## src/rtl/fsq_pkg.sv

```systemverilog
package fsq_pkg;

    typedef enum logic {
        JOB_ERASE = 1'b0,
        JOB_PROG  = 1'b1
    } job_op_e;

    typedef enum logic {
        FRM_OPCODE   = 1'b0,
        FRM_OP_ADDR3 = 1'b1
    } frame_e;

    typedef enum logic [1:0] {
        ERR_NONE  = 2'd0,
        ERR_ALIGN = 2'd1
    } err_e;

    typedef enum logic [2:0] {
        CK_NONE,
        CK_WREN,
        CK_ERASE,
        CK_PROG,
        CK_POLL,
        CK_MEMRD
    } cmd_kind_e;

    typedef enum logic [3:0] {
        ST_IDLE,
        ST_WREN_REQ,
        ST_WREN_WAIT,
        ST_MAIN_REQ,
        ST_FEED,
        ST_MAIN_WAIT,
        ST_POLL_REQ,
        ST_POLL_WAIT,
        ST_DRAIN,
        ST_MEM_REQ
    } seq_state_e;

    localparam logic [7:0] OPC_WREN       = 8'h06;
    localparam logic [7:0] OPC_SECT_ERASE = 8'h20;
    localparam logic [7:0] OPC_PAGE_PROG  = 8'h02;
    localparam logic [7:0] OPC_RD_STATUS  = 8'h05;
    localparam logic [7:0] OPC_READ       = 8'h03;
    localparam logic [2:0] BUSY_BIT       = 3'd0;

endpackage

```

## src/rtl/fsq_job_check.sv

```systemverilog
module fsq_job_check #(
    parameter int ADDR_W       = 24,
    parameter int LEN_W        = 24,
    parameter int SECTOR_BYTES = 4096,
    localparam int ALIGN_BITS  = $clog2(SECTOR_BYTES)
) (
    input  logic [ADDR_W-1:0] addr_i,
    input  logic [LEN_W-1:0]  len_i,
    output logic              misaligned_o,
    output logic              empty_o
);
    always_comb begin
        misaligned_o = |addr_i[ALIGN_BITS-1:0];
        empty_o      = (len_i == '0);
    end
endmodule

```

## src/rtl/fsq_cmd_form.sv

```systemverilog
module fsq_cmd_form
    import fsq_pkg::*;
#(
    parameter int ADDR_W     = 24,
    parameter int PAGE_BYTES = 256,
    localparam int DLEN_W    = $clog2(PAGE_BYTES + 1)
) (
    input  cmd_kind_e         kind_i,
    input  logic [ADDR_W-1:0] addr_i,
    output logic [7:0]        opcode_o,
    output logic              frame_o,
    output logic [ADDR_W-1:0] addr_o,
    output logic [DLEN_W-1:0] len_o,
    output logic              dout_o,
    output logic              poll_o,
    output logic [2:0]        poll_bit_o,
    output logic              poll_set_o,
    output logic              mem_mode_o
);
    always_comb begin
        opcode_o   = 8'h00;
        frame_o    = FRM_OPCODE;
        addr_o     = '0;
        len_o      = '0;
        dout_o     = 1'b0;
        poll_o     = 1'b0;
        poll_bit_o = 3'd0;
        poll_set_o = 1'b0;
        mem_mode_o = 1'b0;
        unique case (kind_i)
            CK_WREN: opcode_o = OPC_WREN;
            CK_ERASE: begin
                opcode_o = OPC_SECT_ERASE;
                frame_o  = FRM_OP_ADDR3;
                addr_o   = addr_i;
            end
            CK_PROG: begin
                opcode_o = OPC_PAGE_PROG;
                frame_o  = FRM_OP_ADDR3;
                addr_o   = addr_i;
                len_o    = DLEN_W'(PAGE_BYTES);
                dout_o   = 1'b1;
            end
            CK_POLL: begin
                opcode_o   = OPC_RD_STATUS;
                poll_o     = 1'b1;
                poll_bit_o = BUSY_BIT;
                poll_set_o = 1'b0;
            end
            CK_MEMRD: begin
                opcode_o   = OPC_READ;
                frame_o    = FRM_OP_ADDR3;
                mem_mode_o = 1'b1;
            end
            default: opcode_o = 8'h00;
        endcase
    end
endmodule

```

## src/rtl/fsq_page_feed.sv

```systemverilog
module fsq_page_feed #(
    parameter int PAGE_BYTES = 256,
    parameter int LEN_W      = 24,
    localparam int IDX_W     = $clog2(PAGE_BYTES)
) (
    input  logic             en_i,
    input  logic [IDX_W-1:0] idx_i,
    input  logic [LEN_W-1:0] rem_i,
    input  logic [7:0]       in_data_i,
    input  logic             in_valid_i,
    input  logic             wr_ready_i,
    output logic             in_ready_o,
    output logic             wr_valid_o,
    output logic [7:0]       wr_data_o,
    output logic             beat_o,
    output logic             last_o
);
    localparam logic [IDX_W-1:0] LAST_IDX = IDX_W'(PAGE_BYTES - 1);

    logic from_src;

    always_comb begin
        from_src   = ({{(LEN_W-IDX_W){1'b0}}, idx_i} < rem_i);
        wr_valid_o = en_i && (from_src ? in_valid_i : 1'b1);
        wr_data_o  = (en_i && from_src) ? in_data_i : 8'h00;
        in_ready_o = en_i && from_src && wr_ready_i;
        beat_o     = wr_valid_o && wr_ready_i;
        last_o     = (idx_i == LAST_IDX);
    end
endmodule

```

## src/rtl/flash_job_seq.sv

```systemverilog
module flash_job_seq
    import fsq_pkg::*;
#(
    parameter int ADDR_W       = 24,
    parameter int LEN_W        = 24,
    parameter int PAGE_BYTES   = 256,
    parameter int SECTOR_BYTES = 4096,
    localparam int DLEN_W      = $clog2(PAGE_BYTES + 1),
    localparam int IDX_W       = $clog2(PAGE_BYTES)
) (
    input  logic              clk,
    input  logic              rst_n,
    input  logic              start_i,
    input  logic              op_i,
    input  logic [ADDR_W-1:0] addr_i,
    input  logic [LEN_W-1:0]  len_i,
    output logic              done_o,
    output logic [1:0]        err_o,
    input  logic [7:0]        in_data_i,
    input  logic              in_valid_i,
    output logic              in_ready_o,
    output logic              cmd_valid_o,
    input  logic              cmd_ready_i,
    output logic [7:0]        cmd_opcode_o,
    output logic              cmd_frame_o,
    output logic [ADDR_W-1:0] cmd_addr_o,
    output logic [DLEN_W-1:0] cmd_len_o,
    output logic              cmd_dout_o,
    output logic              cmd_poll_o,
    output logic [2:0]        cmd_poll_bit_o,
    output logic              cmd_poll_set_o,
    output logic              cmd_mem_mode_o,
    input  logic              cmd_done_i,
    output logic [7:0]        wr_data_o,
    output logic              wr_valid_o,
    input  logic              wr_ready_i,
    input  logic              rd_valid_i,
    output logic              rd_ready_o
);
    localparam logic [LEN_W-1:0]  PAGE_L    = LEN_W'(PAGE_BYTES);
    localparam logic [LEN_W-1:0]  SECTOR_L  = LEN_W'(SECTOR_BYTES);
    localparam logic [ADDR_W-1:0] PAGE_A    = ADDR_W'(PAGE_BYTES);
    localparam logic [ADDR_W-1:0] SECTOR_A  = ADDR_W'(SECTOR_BYTES);

    typedef struct packed {
        seq_state_e        st;
        job_op_e           op;
        logic [ADDR_W-1:0] addr;
        logic [LEN_W-1:0]  rem;
        logic [IDX_W-1:0]  idx;
        logic              done;
        err_e              err;
    } seq_regs_t;

    seq_regs_t s_d, s_q;

    cmd_kind_e kind;
    logic      issue;
    logic      feed_en;
    logic      drain;
    logic      misal, empty;
    logic      beat, last_beat;
    logic [LEN_W-1:0]  unit_len;
    logic [ADDR_W-1:0] unit_addr;

    fsq_job_check #(
        .ADDR_W(ADDR_W), .LEN_W(LEN_W), .SECTOR_BYTES(SECTOR_BYTES)
    ) u_check (
        .addr_i(addr_i), .len_i(len_i),
        .misaligned_o(misal), .empty_o(empty)
    );

    fsq_cmd_form #(
        .ADDR_W(ADDR_W), .PAGE_BYTES(PAGE_BYTES)
    ) u_form (
        .kind_i(kind), .addr_i(s_q.addr),
        .opcode_o(cmd_opcode_o), .frame_o(cmd_frame_o),
        .addr_o(cmd_addr_o), .len_o(cmd_len_o), .dout_o(cmd_dout_o),
        .poll_o(cmd_poll_o), .poll_bit_o(cmd_poll_bit_o),
        .poll_set_o(cmd_poll_set_o), .mem_mode_o(cmd_mem_mode_o)
    );

    fsq_page_feed #(
        .PAGE_BYTES(PAGE_BYTES), .LEN_W(LEN_W)
    ) u_feed (
        .en_i(feed_en), .idx_i(s_q.idx), .rem_i(s_q.rem),
        .in_data_i(in_data_i), .in_valid_i(in_valid_i),
        .wr_ready_i(wr_ready_i), .in_ready_o(in_ready_o),
        .wr_valid_o(wr_valid_o), .wr_data_o(wr_data_o),
        .beat_o(beat), .last_o(last_beat)
    );

    always_comb begin
        s_d       = s_q;
        s_d.done  = 1'b0;
        kind      = CK_NONE;
        issue     = 1'b0;
        feed_en   = 1'b0;
        drain     = 1'b0;
        unit_len  = (s_q.op == JOB_PROG) ? PAGE_L : SECTOR_L;
        unit_addr = (s_q.op == JOB_PROG) ? PAGE_A : SECTOR_A;
        unique case (s_q.st)
            ST_IDLE: begin
                if (start_i) begin
                    s_d.op   = job_op_e'(op_i);
                    s_d.addr = addr_i;
                    s_d.rem  = len_i;
                    s_d.err  = ERR_NONE;
                    if (misal) begin
                        s_d.done = 1'b1;
                        s_d.err  = ERR_ALIGN;
                    end else if (empty) begin
                        s_d.done = 1'b1;
                    end else begin
                        s_d.st = ST_WREN_REQ;
                    end
                end
            end
            ST_WREN_REQ: begin
                kind  = CK_WREN;
                issue = 1'b1;
                if (cmd_ready_i) s_d.st = ST_WREN_WAIT;
            end
            ST_WREN_WAIT: begin
                if (cmd_done_i) s_d.st = ST_MAIN_REQ;
            end
            ST_MAIN_REQ: begin
                kind  = (s_q.op == JOB_PROG) ? CK_PROG : CK_ERASE;
                issue = 1'b1;
                if (cmd_ready_i) begin
                    s_d.idx = '0;
                    s_d.st  = (s_q.op == JOB_PROG) ? ST_FEED : ST_MAIN_WAIT;
                end
            end
            ST_FEED: begin
                feed_en = 1'b1;
                if (beat) begin
                    s_d.idx = s_q.idx + 1'b1;
                    if (last_beat) s_d.st = ST_MAIN_WAIT;
                end
            end
            ST_MAIN_WAIT: begin
                if (cmd_done_i) s_d.st = ST_POLL_REQ;
            end
            ST_POLL_REQ: begin
                kind  = CK_POLL;
                issue = 1'b1;
                if (cmd_ready_i) s_d.st = ST_POLL_WAIT;
            end
            ST_POLL_WAIT: begin
                if (cmd_done_i) s_d.st = ST_DRAIN;
            end
            ST_DRAIN: begin
                drain = 1'b1;
                if (rd_valid_i) begin
                    if (s_q.rem <= unit_len) begin
                        s_d.rem = '0;
                        if (s_q.op == JOB_PROG) begin
                            s_d.st = ST_MEM_REQ;
                        end else begin
                            s_d.st   = ST_IDLE;
                            s_d.done = 1'b1;
                        end
                    end else begin
                        s_d.rem  = s_q.rem - unit_len;
                        s_d.addr = s_q.addr + unit_addr;
                        s_d.st   = ST_WREN_REQ;
                    end
                end
            end
            ST_MEM_REQ: begin
                kind  = CK_MEMRD;
                issue = 1'b1;
                if (cmd_ready_i) begin
                    s_d.st   = ST_IDLE;
                    s_d.done = 1'b1;
                end
            end
            default: s_d.st = ST_IDLE;
        endcase
    end

    always_ff @(posedge clk or negedge rst_n) begin
        if (!rst_n) begin
            s_q <= '{st: ST_IDLE, op: JOB_ERASE, addr: '0, rem: '0,
                     idx: '0, done: 1'b0, err: ERR_NONE};
        end else begin
            s_q <= s_d;
        end
    end

    assign cmd_valid_o = issue;
    assign rd_ready_o  = drain;
    assign done_o      = s_q.done;
    assign err_o       = s_q.err;

    // Checker state: observes the command and data ports only.
    logic              chk_wren_armed_q;
    logic              chk_after_prog_q;
    logic              chk_cmd_seen_q;
    logic [DLEN_W:0]   chk_beats_q;
    logic              cmd_acc;

    assign cmd_acc = cmd_valid_o && cmd_ready_i;

    always_ff @(posedge clk or negedge rst_n) begin
        if (!rst_n) begin
            chk_wren_armed_q <= 1'b0;
            chk_after_prog_q <= 1'b0;
            chk_cmd_seen_q   <= 1'b0;
            chk_beats_q      <= '0;
        end else begin
            if (start_i && s_q.st == ST_IDLE) chk_cmd_seen_q <= 1'b0;
            if (cmd_acc) begin
                chk_cmd_seen_q <= 1'b1;
                if (cmd_opcode_o == OPC_WREN) chk_wren_armed_q <= 1'b1;
                if (cmd_opcode_o == OPC_SECT_ERASE) begin
                    chk_wren_armed_q <= 1'b0;
                    chk_after_prog_q <= 1'b0;
                end
                if (cmd_opcode_o == OPC_PAGE_PROG) begin
                    chk_wren_armed_q <= 1'b0;
                    chk_after_prog_q <= 1'b1;
                    chk_beats_q      <= '0;
                end
            end else if (wr_valid_o && wr_ready_i) begin
                chk_beats_q <= chk_beats_q + 1'b1;
            end
        end
    end

    assert_wren_first_R1: assert property (@(posedge clk) disable iff (!rst_n)
        cmd_valid_o && (cmd_opcode_o == OPC_SECT_ERASE || cmd_opcode_o == OPC_PAGE_PROG)
        |-> chk_wren_armed_q);

    assert_full_page_R4: assert property (@(posedge clk) disable iff (!rst_n)
        cmd_valid_o && cmd_opcode_o == OPC_RD_STATUS && chk_after_prog_q
        |-> chk_beats_q == (DLEN_W+1)'(PAGE_BYTES));

    assert_reject_quiet_R6: assert property (@(posedge clk) disable iff (!rst_n)
        done_o && err_o == ERR_ALIGN |-> !chk_cmd_seen_q);

    assert_done_pulse_R9: assert property (@(posedge clk) disable iff (!rst_n)
        done_o |=> !done_o);

    assert_cmd_hold_R10: assert property (@(posedge clk) disable iff (!rst_n)
        cmd_valid_o && !cmd_ready_i
        |=> cmd_valid_o && $stable(cmd_opcode_o) && $stable(cmd_addr_o)
            && $stable(cmd_mem_mode_o));

endmodule

```

## config.mk

```make
export PLATFORM = sky130hd
export DESIGN_NAME = flash_job_seq
export DESIGN_NICKNAME = d
export VERILOG_FILES = /design/src/rtl/fsq_pkg.sv /design/src/rtl/fsq_job_check.sv /design/src/rtl/fsq_cmd_form.sv /design/src/rtl/fsq_page_feed.sv /design/src/rtl/flash_job_seq.sv
export SDC_FILE = /design/constraint.sdc
export NUM_CORES = 1
export LEC_CHECK = 0
export BUFFER_PORTS_ARGS = -buffer_cell sky130_fd_sc_hd__buf_2
export CAP_MARGIN = 20
export CORE_MARGIN = 3
export CORE_UTILIZATION = 34
export CTS_CLUSTER_SIZE = 20
export DETAILED_ROUTE_END_ITERATION = 8
export PLACE_DENSITY_LB_ADDON = 0.12
export SYNTH_ARGS = -nofsm -noshare
export SYNTH_HDL_FRONTEND = slang
export SYNTH_SLANG_ARGS = --single-unit
```

## constraint.sdc

```tcl
create_clock -name clk -period 2.4 [get_ports clk]
set_input_delay 0.24 -clock clk [delete_from_list [all_inputs] [get_ports clk]]
set_output_delay 0.24 -clock clk [all_outputs]
set_load 0.03 [all_outputs]
```

# Yosys cells after proc, flatten, opt, wreduce, memory -nomap -nowiden
# Index checks and enable logic that the tools add are counted.
# W data, S select, Z words.
[classes]
bitwise_logic = 0
n_div = 0
mux = 48
n_reduce_logical = 17
order_cmp = 2
shift = 0
multipliers = 0
n_addsub = 3
eq_ne = 29
[op_table]
columns = ["op", "n"]
rows = [
  ["$pmux W48 S2", 1],
  ["$mux W24", 3],
  ["$mux W4", 14],
  ["$mux W53", 1],
  ["$mux W48", 1],
  ["$pmux W4 S10", 1],
  ["$pmux W6 S5", 1],
  ["$ne A2 B2 Y1 const B", 14],
  ["$add A24 B13 Y24", 1],
  ["$le A24 B13 Y1", 1],
  ["$logic_not A24 Y1", 1],
  ["$lt A8 B24 Y1", 1],
  ["$mux W8", 3],
  ["$sub A24 B13 Y24", 1],
  ["$mux W1", 17],
  ["$eq A4 B3 Y1 const B", 4],
  ["$pmux W8 S2", 1],
  ["$mux W13", 1],
  ["$reduce_and A13 Y1", 1],
  ["$pmux W3 S4", 1],
  ["$reduce_or A12 Y1", 1],
  ["$mux W9", 1],
  ["$add A8 B1 Y8 const B", 1],
  ["$eq A4 B2 Y1 const B", 2],
  ["17 further kinds", 25],
]
[totals]
out_inout_bits = 64
mem_bits_ro = 0
ramBits = 0
in_bits = 65
latch_bits = 0
memories = 0
word_cells = 106
reg_bits = 64

# Logic depth before layout (Yosys ltp)
# Gate-level depths: netlist of run 1.
[logic_depth]
depth_word = 6
mapped_depth = 10
mapped_depth_nobuf = 9

# Cells and area by module
# From an unflattened synthesis of run 1, not the netlist that was laid out.
[hier_totals]
hier_cells = 548
area_unflattened_um2 = 4660.7
[by_module_without_submodules]
columns = ["module", "n_inst", "area_each_um2", "cells_each", "seq_area_each_um2"]
rows = [
  ["flash_job_seq", 1, 3801.1, 425, 1576.5],
  ["fsq_page_feed", 1, 399.1, 56, 0.0],
  ["fsq_cmd_form", 1, 379.1, 54, 0.0],
  ["fsq_job_check", 1, 81.3, 13, 0.0],
]

# Least setup slack after synthesis of run 1
# No wires, ideal clock.
[synth_timing]
path_kind = "register -> register"
from = "register s_q[59] in the netlist's numbering"
to = "register s_q[28] in the netlist's numbering"
stages_incl_launch_ff = 10
arrival_time_ps = 2318
required_time_ps = 2274
period_less_slack_ps = 2444
setup_time_ps = 126
slack_ps = -44
n_path_buf = 1
cell_sequence = "dfrtp_1 ha_1 ha_1 nor3b_1 o211ai_1 a21oi_1 nand2b_1 buf_2 o21ai_0 a221o_1"
[synth_via]
elab_chain_cells = 5
elab_cells_between_ends = 6
cone_classes = "1 x add/sub; 1 x order compare; 4 x mux"
[synth_rtl]
columns = ["element", "line_no", "source"]
rows = [
  ["start, declared", "flash_job_seq.sv:55", "seq_regs_t s_d, s_q;"],
  ["start signal, assigned", "flash_job_seq.sv:185", "s_q <= '{st: ST_IDLE, op: JOB_ERASE, addr: '0, rem: '0,"],
  ["$mux W13 *", "flash_job_seq.sv:100", "unit_len = (s_q.op == JOB_PROG) ? PAGE_L : SECTOR_L;"],
  ["$sub A24 B13 Y24 / $le A24 B13 Y1 (equally long branches)", "flash_job_seq.sv:165, flash_job_seq.sv:156", ""],
  ["$mux W24 *", "flash_job_seq.sv:156", "if (s_q.rem <= unit_len) begin"],
  ["$mux W48 *", "flash_job_seq.sv:155", "if (rd_valid_i) begin"],
  ["$pmux W48 S2 *", "flash_job_seq.sv:102", "unique case (s_q.st)"],
]
# Every way passes the cells marked *; elsewhere a longest branch is shown, timed or not. The select of a mux whose other input is x is not followed.
# A chain may end at the register's enable or synchronous reset.

# Worst setup path in the final report of run 1
[layout_timing]
from = "register s_q[5] in the netlist's numbering"
to = "output port wr_valid_o"
[layout_via]
elab_chain_cells = 3
[layout_rtl]
columns = ["element", "line_no", "source"]
rows = [
  ["$lt A8 B24 Y1", "fsq_page_feed.sv:23", "from_src = ({{(LEN_W-IDX_W){1'b0}}, idx_i} < rem_i);"],
  ["$mux W1", "fsq_page_feed.sv:24", "wr_valid_o = en_i && (from_src ? in_valid_i : 1'b1);"],
  ["$logic_and A1 B1 Y1", "fsq_page_feed.sv:24", ""],
  ["end, declared", "flash_job_seq.sv:35", "output logic wr_valid_o,"],
]
# No other way between the ends.

==> metrics, run 1 <==
status completed; Yosys Warn Count 0; R2R cell count 9; Max Freq 426 MHz; Least-Margin Pin Slew 524 ps; Iter 0 DRT Violations 241; Syn Inst Count 527; post-synthesis sequential area ratio 36.1%; initial antenna violation count 0; adder-cell area share of the yosys netlist 4.02%; largest family of logic cells by synthesized area simple AND/OR/NAND/NOR gates; Reg power frac 29.0%; ant diodes 0; Crit Path Max Fanout 5; Comb power frac 53.6%; startpoint class of the critical path flop; largest net degree at the start of global routing 64; Area growth syn-to-layout 33.7%; Num CTS Buffers 9; final core occ 47.6%; Clk Latency, worst-skew pair 330 ps; Critical Path RT 2160 ps; overall die width 119 um; Hold Path Class in -> reg; Initial Util 35.6%; NetSw 2.99 mW; GRT Residual Overflow 0; CTS max path bufs 2; main flop type after synthesis dfrtp_1; Post-synth EDFFs 0; H-Tree Depth 3; kind of critical path reg -> out; clock power share 17.4%; final period utilization 97.8%; Antenna Nets Post-Route 0; dpl hpwl 9610 um; Synth Area in Simple Gates 26.4%; CTS tree done; Synth Area in Compound Gates 21.6%; Tmin final 2350 ps; non-filler cells, final 839; row cnt 40; Final setup viols 0; filler instances 1194; die area 0.0142 mm2; RR Endpoint s_q[33]; endpoint class of the critical path output pin; core box area 0.0123 mm2; count leader, synth dfrtp_1; Avg Cell Area, Syn 8.28 um2; min-delay src len_i[21]; clock-pin transition on the worst setup and hold timing paths 60 ps; Commonest cells post-synth 63 x dfrtp_1, 52 x nand2_1, 43 x o21ai_0, 42 x nor2_1, 40 x a21oi_1; worst hold path cell count 3; top cell type's share of synthesized area 36.1%; Critical R2R Launch s_q[59]; critical path arrival 2110 ps; Final Hold Vio Count 0; Peak supply drop 0.000423 V; port bufs 111; multiplexer share of the synthesized area 3.04%; vias in the first global route 4162; hold endpoint s_q[32]; GRT Util Overall 18.4%; synth unique cells 66; internal power 3.82 mW; Nets 746; placed cells 809; static leakage 2.74 nW; vias per cell 5.28; ys async rst share 100%; max-cap violations 0; normalized max-slew margin 65.0%; # IOs 129; RSZ-0062 raised after global routing yes; Slew Limit Fails 0; top cells by area, synth dfrtp_1 36%, and2_1 5.0%, o21ai_0 4.9%; Pwr Density 1170 mW/mm2; share of layout cells above drive strength 1 33.7%; final wirelength 13500 um; vias post-DR 4427; r2r setup slk 90 ps; post-route total power 6.80 mW; die height 119 um; Synth Cell Area 0.00436 mm2; DRC violations left 0; XOR/XNOR Fraction of Synth Area 0.602%; clock tree sinks 63; first-pass GRT wire length 21400 um; post-DR wirelength/cell 16.1 um; Worst Clk Skew 7.59 ps; first-pass iteration count of the detailed router 5; sw frac 43.9%; largest area contributor in the netlist dfrtp_1; GPL Wtd Cong 0.842; root buf cell clkbuf_16; synthesis-stage register bit count 63
[through the flow]
step	hold WS [ps]	cell area (um2)	worst slack (ps)	setup TNS, ps
2_1_floorplan	-55.6	4430	43.1	0
3_3_place_gp	299	5220	108	0
3_5_place_dp	293	5220	49.5	0
4_1_cts	138	5590	0.987	0
5_1_grt	161	5830	-52.8	-662
6_report	143	5830	52.6	0
[logic make-up after synthesis]
family / Yosys count
simple gates: 217
compound gates: 148
buf+inv: 69
flops: 63
fa+ha+maj: 14
mux: 12
xor+xnor: 3
other cells: 1
[cells in the final DEF, fill, tap and decap left out, types with 4 or more instances in the layout]
master       n
nand3_1     19
nand4_1      5
nor2_1      38
buf_6        9
or2_2        4
ha_1        10
conb_1      17
and3_1       7
dfrtp_2      4
o21ai_0     40
and2_1      33
nor4_1      16
clkbuf_1     4
o31ai_1      4
a22oi_1      6
nand2_1     52
buf_4       48
a22o_1       5
a21oi_1     37
dfrtp_1     59
inv_1       19
clkbuf_16    9
a31oi_1     11
buf_2      102
mux2_2      10
[cell type report]
class	count	area (um2)	area share, %
tap	168	210	3.60
multi-input combinational	411	2690	46.0
timing repair buffer	162	1020	17.5
clock buffer	14	254	4.35
clock inverter	1	5.00	0.0858
sequential	63	1580	27.1
inverter	20	75.1	1.29
[flip-flops by register name, indices dropped and copies added (netlist names)]
| signal | cells |
|---|---|
| s_q | 61 |
| done_o | 1 |
| err_o | 1 |
[worst max-delay path, cell delays in order (launching register included)]
cell and delay [ps]:
dfrtp_1 410, ha_4 260, a211oi_2 220, o21ai_2 80, a41oi_2 250, buf_4 170, o21ba_4 170, nor2_1 50
buf_4 170
[timing repair]
| item | in CTS | in global routing |
|---|---|---|
| buffers inserted | 2 | 12 |
| hold endpoints to repair | 63 | 0 |
| endpoints found under the setup margin | 9 | 44 |
| hold buffers | 1 | 0 |
| gates resized for setup | 22 | 37 |
| pin swaps | 2 | 9 |
[worst max-delay path by stage]
stage	startpoint	endpoint	slack (ps)
global placement	s_q[19]	s_q[28]	110
detailed placement	s_q[19]	s_q[28]	50
floorplan	s_q[59]	s_q[28]	40
CTS	s_q[31]	s_q[5]	1
global route	s_q[19]	s_q[50]	-50
finish	s_q[5]	wr_valid_o	50
[power by group through the flow]
stage	clock network (mW)	logic, mW	registers, mW
after global routing	1.24	4.04	2.04
after floorplan	0	2.34	1.82
final	1.18	3.64	1.98
after detailed placement	0	3.24	1.96
after global placement	0	3.21	1.94
after CTS	1.21	3.35	1.95
[layer usage]
layer  vias to the layer above  track usage [%]  routed length [um]
met2                       140             28.6                6310
met3                        13             2.75                 696
met4                         0             6.08                 182
li1                       2170                -                   -
met1                      2104             26.1                6280
met5                         -                0                   0
Power figures use the tool's default switching activity.
==> run 2: changes to the inputs <==
==> constraint.sdc (replaced) <==
create_clock -name clk -period 2.6 [get_ports clk]
set_input_delay 0.26 -clock clk [delete_from_list [all_inputs] [get_ports clk]]
set_output_delay 0.26 -clock clk [all_outputs]
set_load 0.03 [all_outputs]
==> run 2 against run 1 <==
Net effect:
- sequential power shrank 9%
- total power shrank 11%
- utilization shrank 2.5 points
- flip-flop and latch count is the same
- global-route usage grew 0.20 points
==> metrics, run 2 (synthesis gave the netlist of run 1 again) <==
status completed (unchanged); RSZ-0062 raised after global routing yes (unchanged); critical path buffer and inverter count 2 (unchanged); total negative slack 0 ps (unchanged); Worst Clk Skew 6.67 ps (was 7.59 ps); initial antenna violation count 0 (unchanged); largest net degree at the start of global routing 31 (was 64); Max Freq 401 MHz; static leakage 2.64 nW (was 2.74 nW); # IOs 129 (unchanged); CTS tree done (unchanged); Biggest register s_q (unchanged); vias in the first global route 4151 (was 4162); final period utilization 95.9%; post-route total power 6.03 mW (was 6.80 mW); Critical R2R Launch s_q[59] (unchanged); H-Tree Depth 3 (unchanged); Stages on worst setup path 8 (unchanged); endpoint class of the critical path output pin (unchanged); Hold Path Class in -> reg (unchanged); placed cells 805 (was 809); ant diodes 0 (unchanged); Critical Path RT 2340 ps (was 2160 ps); CTS max path bufs 2 (unchanged); Final setup viols 0 (unchanged); kind of critical path reg -> out (unchanged); Initial Util 35.6% (unchanged); DRC violations left 0 (unchanged); pre-CTS setup slack 210 ps (was 49.5 ps); max reg flops 61 (unchanged); R2R cell count 9 (unchanged); worst-path cell chain ha_1 -> a211oi_1 -> o21ai_1 -> a41oi_2 -> buf_4 -> o21ba_2 -> nor2_1 -> buf_2 (was ha_4 -> a211oi_2 -> o21ai_2 -> a41oi_2 -> buf_4 -> o21ba_4 -> nor2_1 -> buf_4); commonest non-fill, non-tap cell in the layout buf_2 (unchanged); Critical-path top delay cell dfrtp_2 (was dfrtp_1); vias post-DR 4347 (was 4427); port bufs 111 (unchanged); startpoint class of the critical path flop (unchanged); non-filler cells, final 824 (was 839); crit path capture wr_valid_o (unchanged); Least-Margin Pin Slew 924 ps (was 524 ps); overall die width 119 um (unchanged); Num CTS Buffers 9 (unchanged); clock tree sinks 63 (unchanged); Antenna Nets Post-Route 0 (unchanged); clock-pin transition on the worst setup and hold timing paths 60 ps (about the same); Nets 730 (was 746); vias per cell 5.28 (about the same); Tmin final 2490 ps; Critical Path Max Stage Delay 440 ps (was 410 ps); die area 0.0142 mm2 (unchanged); GRT Util Overall 18.6% (was 18.4%); Area growth syn-to-layout 26.7% (was 33.7%); Pwr Density 1090 mW/mm2 (was 1170 mW/mm2); core box area 0.0123 mm2 (unchanged); GPL Wtd Cong 0.857 (was 0.842); RR Endpoint s_q[33] (unchanged); Clk Latency, worst-skew pair 340 ps (was 330 ps); die height 119 um (unchanged); share of layout cells above drive strength 1 28.5% (was 33.7%); Final Hold Vio Count 0 (unchanged); final core occ 45.1% (was 47.6%); critical path arrival 2230 ps (was 2110 ps); first-pass GRT wire length 21600 um (was 21400 um); Crit Path Max Fanout 6 (was 5); Slew Limit Fails 0 (unchanged); max-cap violations 0 (unchanged); Iter 0 DRT Violations 282 (was 241); min-delay src len_i[21] (unchanged); dpl hpwl 9830 um (was 9610 um); Setup crit start s_q[5] (unchanged); Worst path top cell family by delay compound AO/OA/AOI/OAI gates (unchanged); r2r setup slk 150 ps (was 90 ps); first-pass iteration count of the detailed router 5 (unchanged); post-DR wirelength/cell 16.1 um (about the same); most frequent cells in the layout 108 x buf_2, 62 x dfrtp_1, 52 x nand2_1 (was 102 x buf_2, 59 x dfrtp_1, 52 x nand2_1); row cnt 40 (unchanged); root buf cell clkbuf_16 (unchanged); GRT Residual Overflow 0 (unchanged); normalized max-slew margin 38.4% (was 65.0%); Peak supply drop 0.000381 V (was 0.000423 V); final wirelength 13300 um (was 13500 um); min setup slack post-route 106 ps (was 52.6 ps)
-- run 2: cell types whose count changed in the layout (fill, tap and decap cells not counted), sizes merged --
cell	change
buf	-17
bufinv	+1
clkbuf	-1
clkinv	+2
-- run 2: tightest hold or removal path, cell delays in order --
cell      delay, ps
buf_2            90
nand2_1          50
o221ai_1         60
-- run 2: layout make-up --
class,instances,area [um2]
flip-flops and latches,63,1580
multi-input cells,411,2530
clock buffers,12,246
fillers,1214,6740
repair buffers,146,841
well taps,168,210
inverters,20,75.1
clock inverters,4,45.0
-- run 2: how the worst min path moves through the flow --
stage | end | slack (ps) | depth (start not counted)
3_3_place_gp | s_q[3] | 280 | 1
4_1_cts | s_q[32] | 160 | 3
5_1_grt | s_q[15] | 180 | 3
6_report | s_q[32] | 170 | 3
2_1_floorplan | done_o | -40 | 0
3_5_place_dp | s_q[4] | 270 | 1
-- run 2: stage by stage --
stage                     hold WS (ps)  instance area (um2)
final                              165                 5530
after global routing               177                 5530
after CTS                          158                 5480
after detailed placement           266                 5170
after global placement             279                 5170
after floorplan                  -35.6                 4420
-- run 2: report_power, final --
group | switching (mW) | internal, mW | total (mW)
Combinational | 1.80 | 1.21 | 3.01
Clock | 0.455 | 0.764 | 1.22
Sequential | 0.409 | 1.40 | 1.81
-- run 2: routing by layer --
metal,track usage [%],vias to the layer above,part of all wire [%]
li1,-,2129,-
met5,0,-,0
met4,5.65,0,1.2
met1,26.1,2053,47
met2,28.9,153,46
met3,3.61,12,5.8
-- run 2: timing repair --
item | 4_1_cts | 5_1_grt
cloned | 0 | 0
hold buffers | 1 | 0
setup buffers | 0 | 2
pin swaps | 2 | 3
endpoints found under the hold margin | 18 | 0
setup endpoints to repair | 9 | 17
resized for setup | 4 | 9
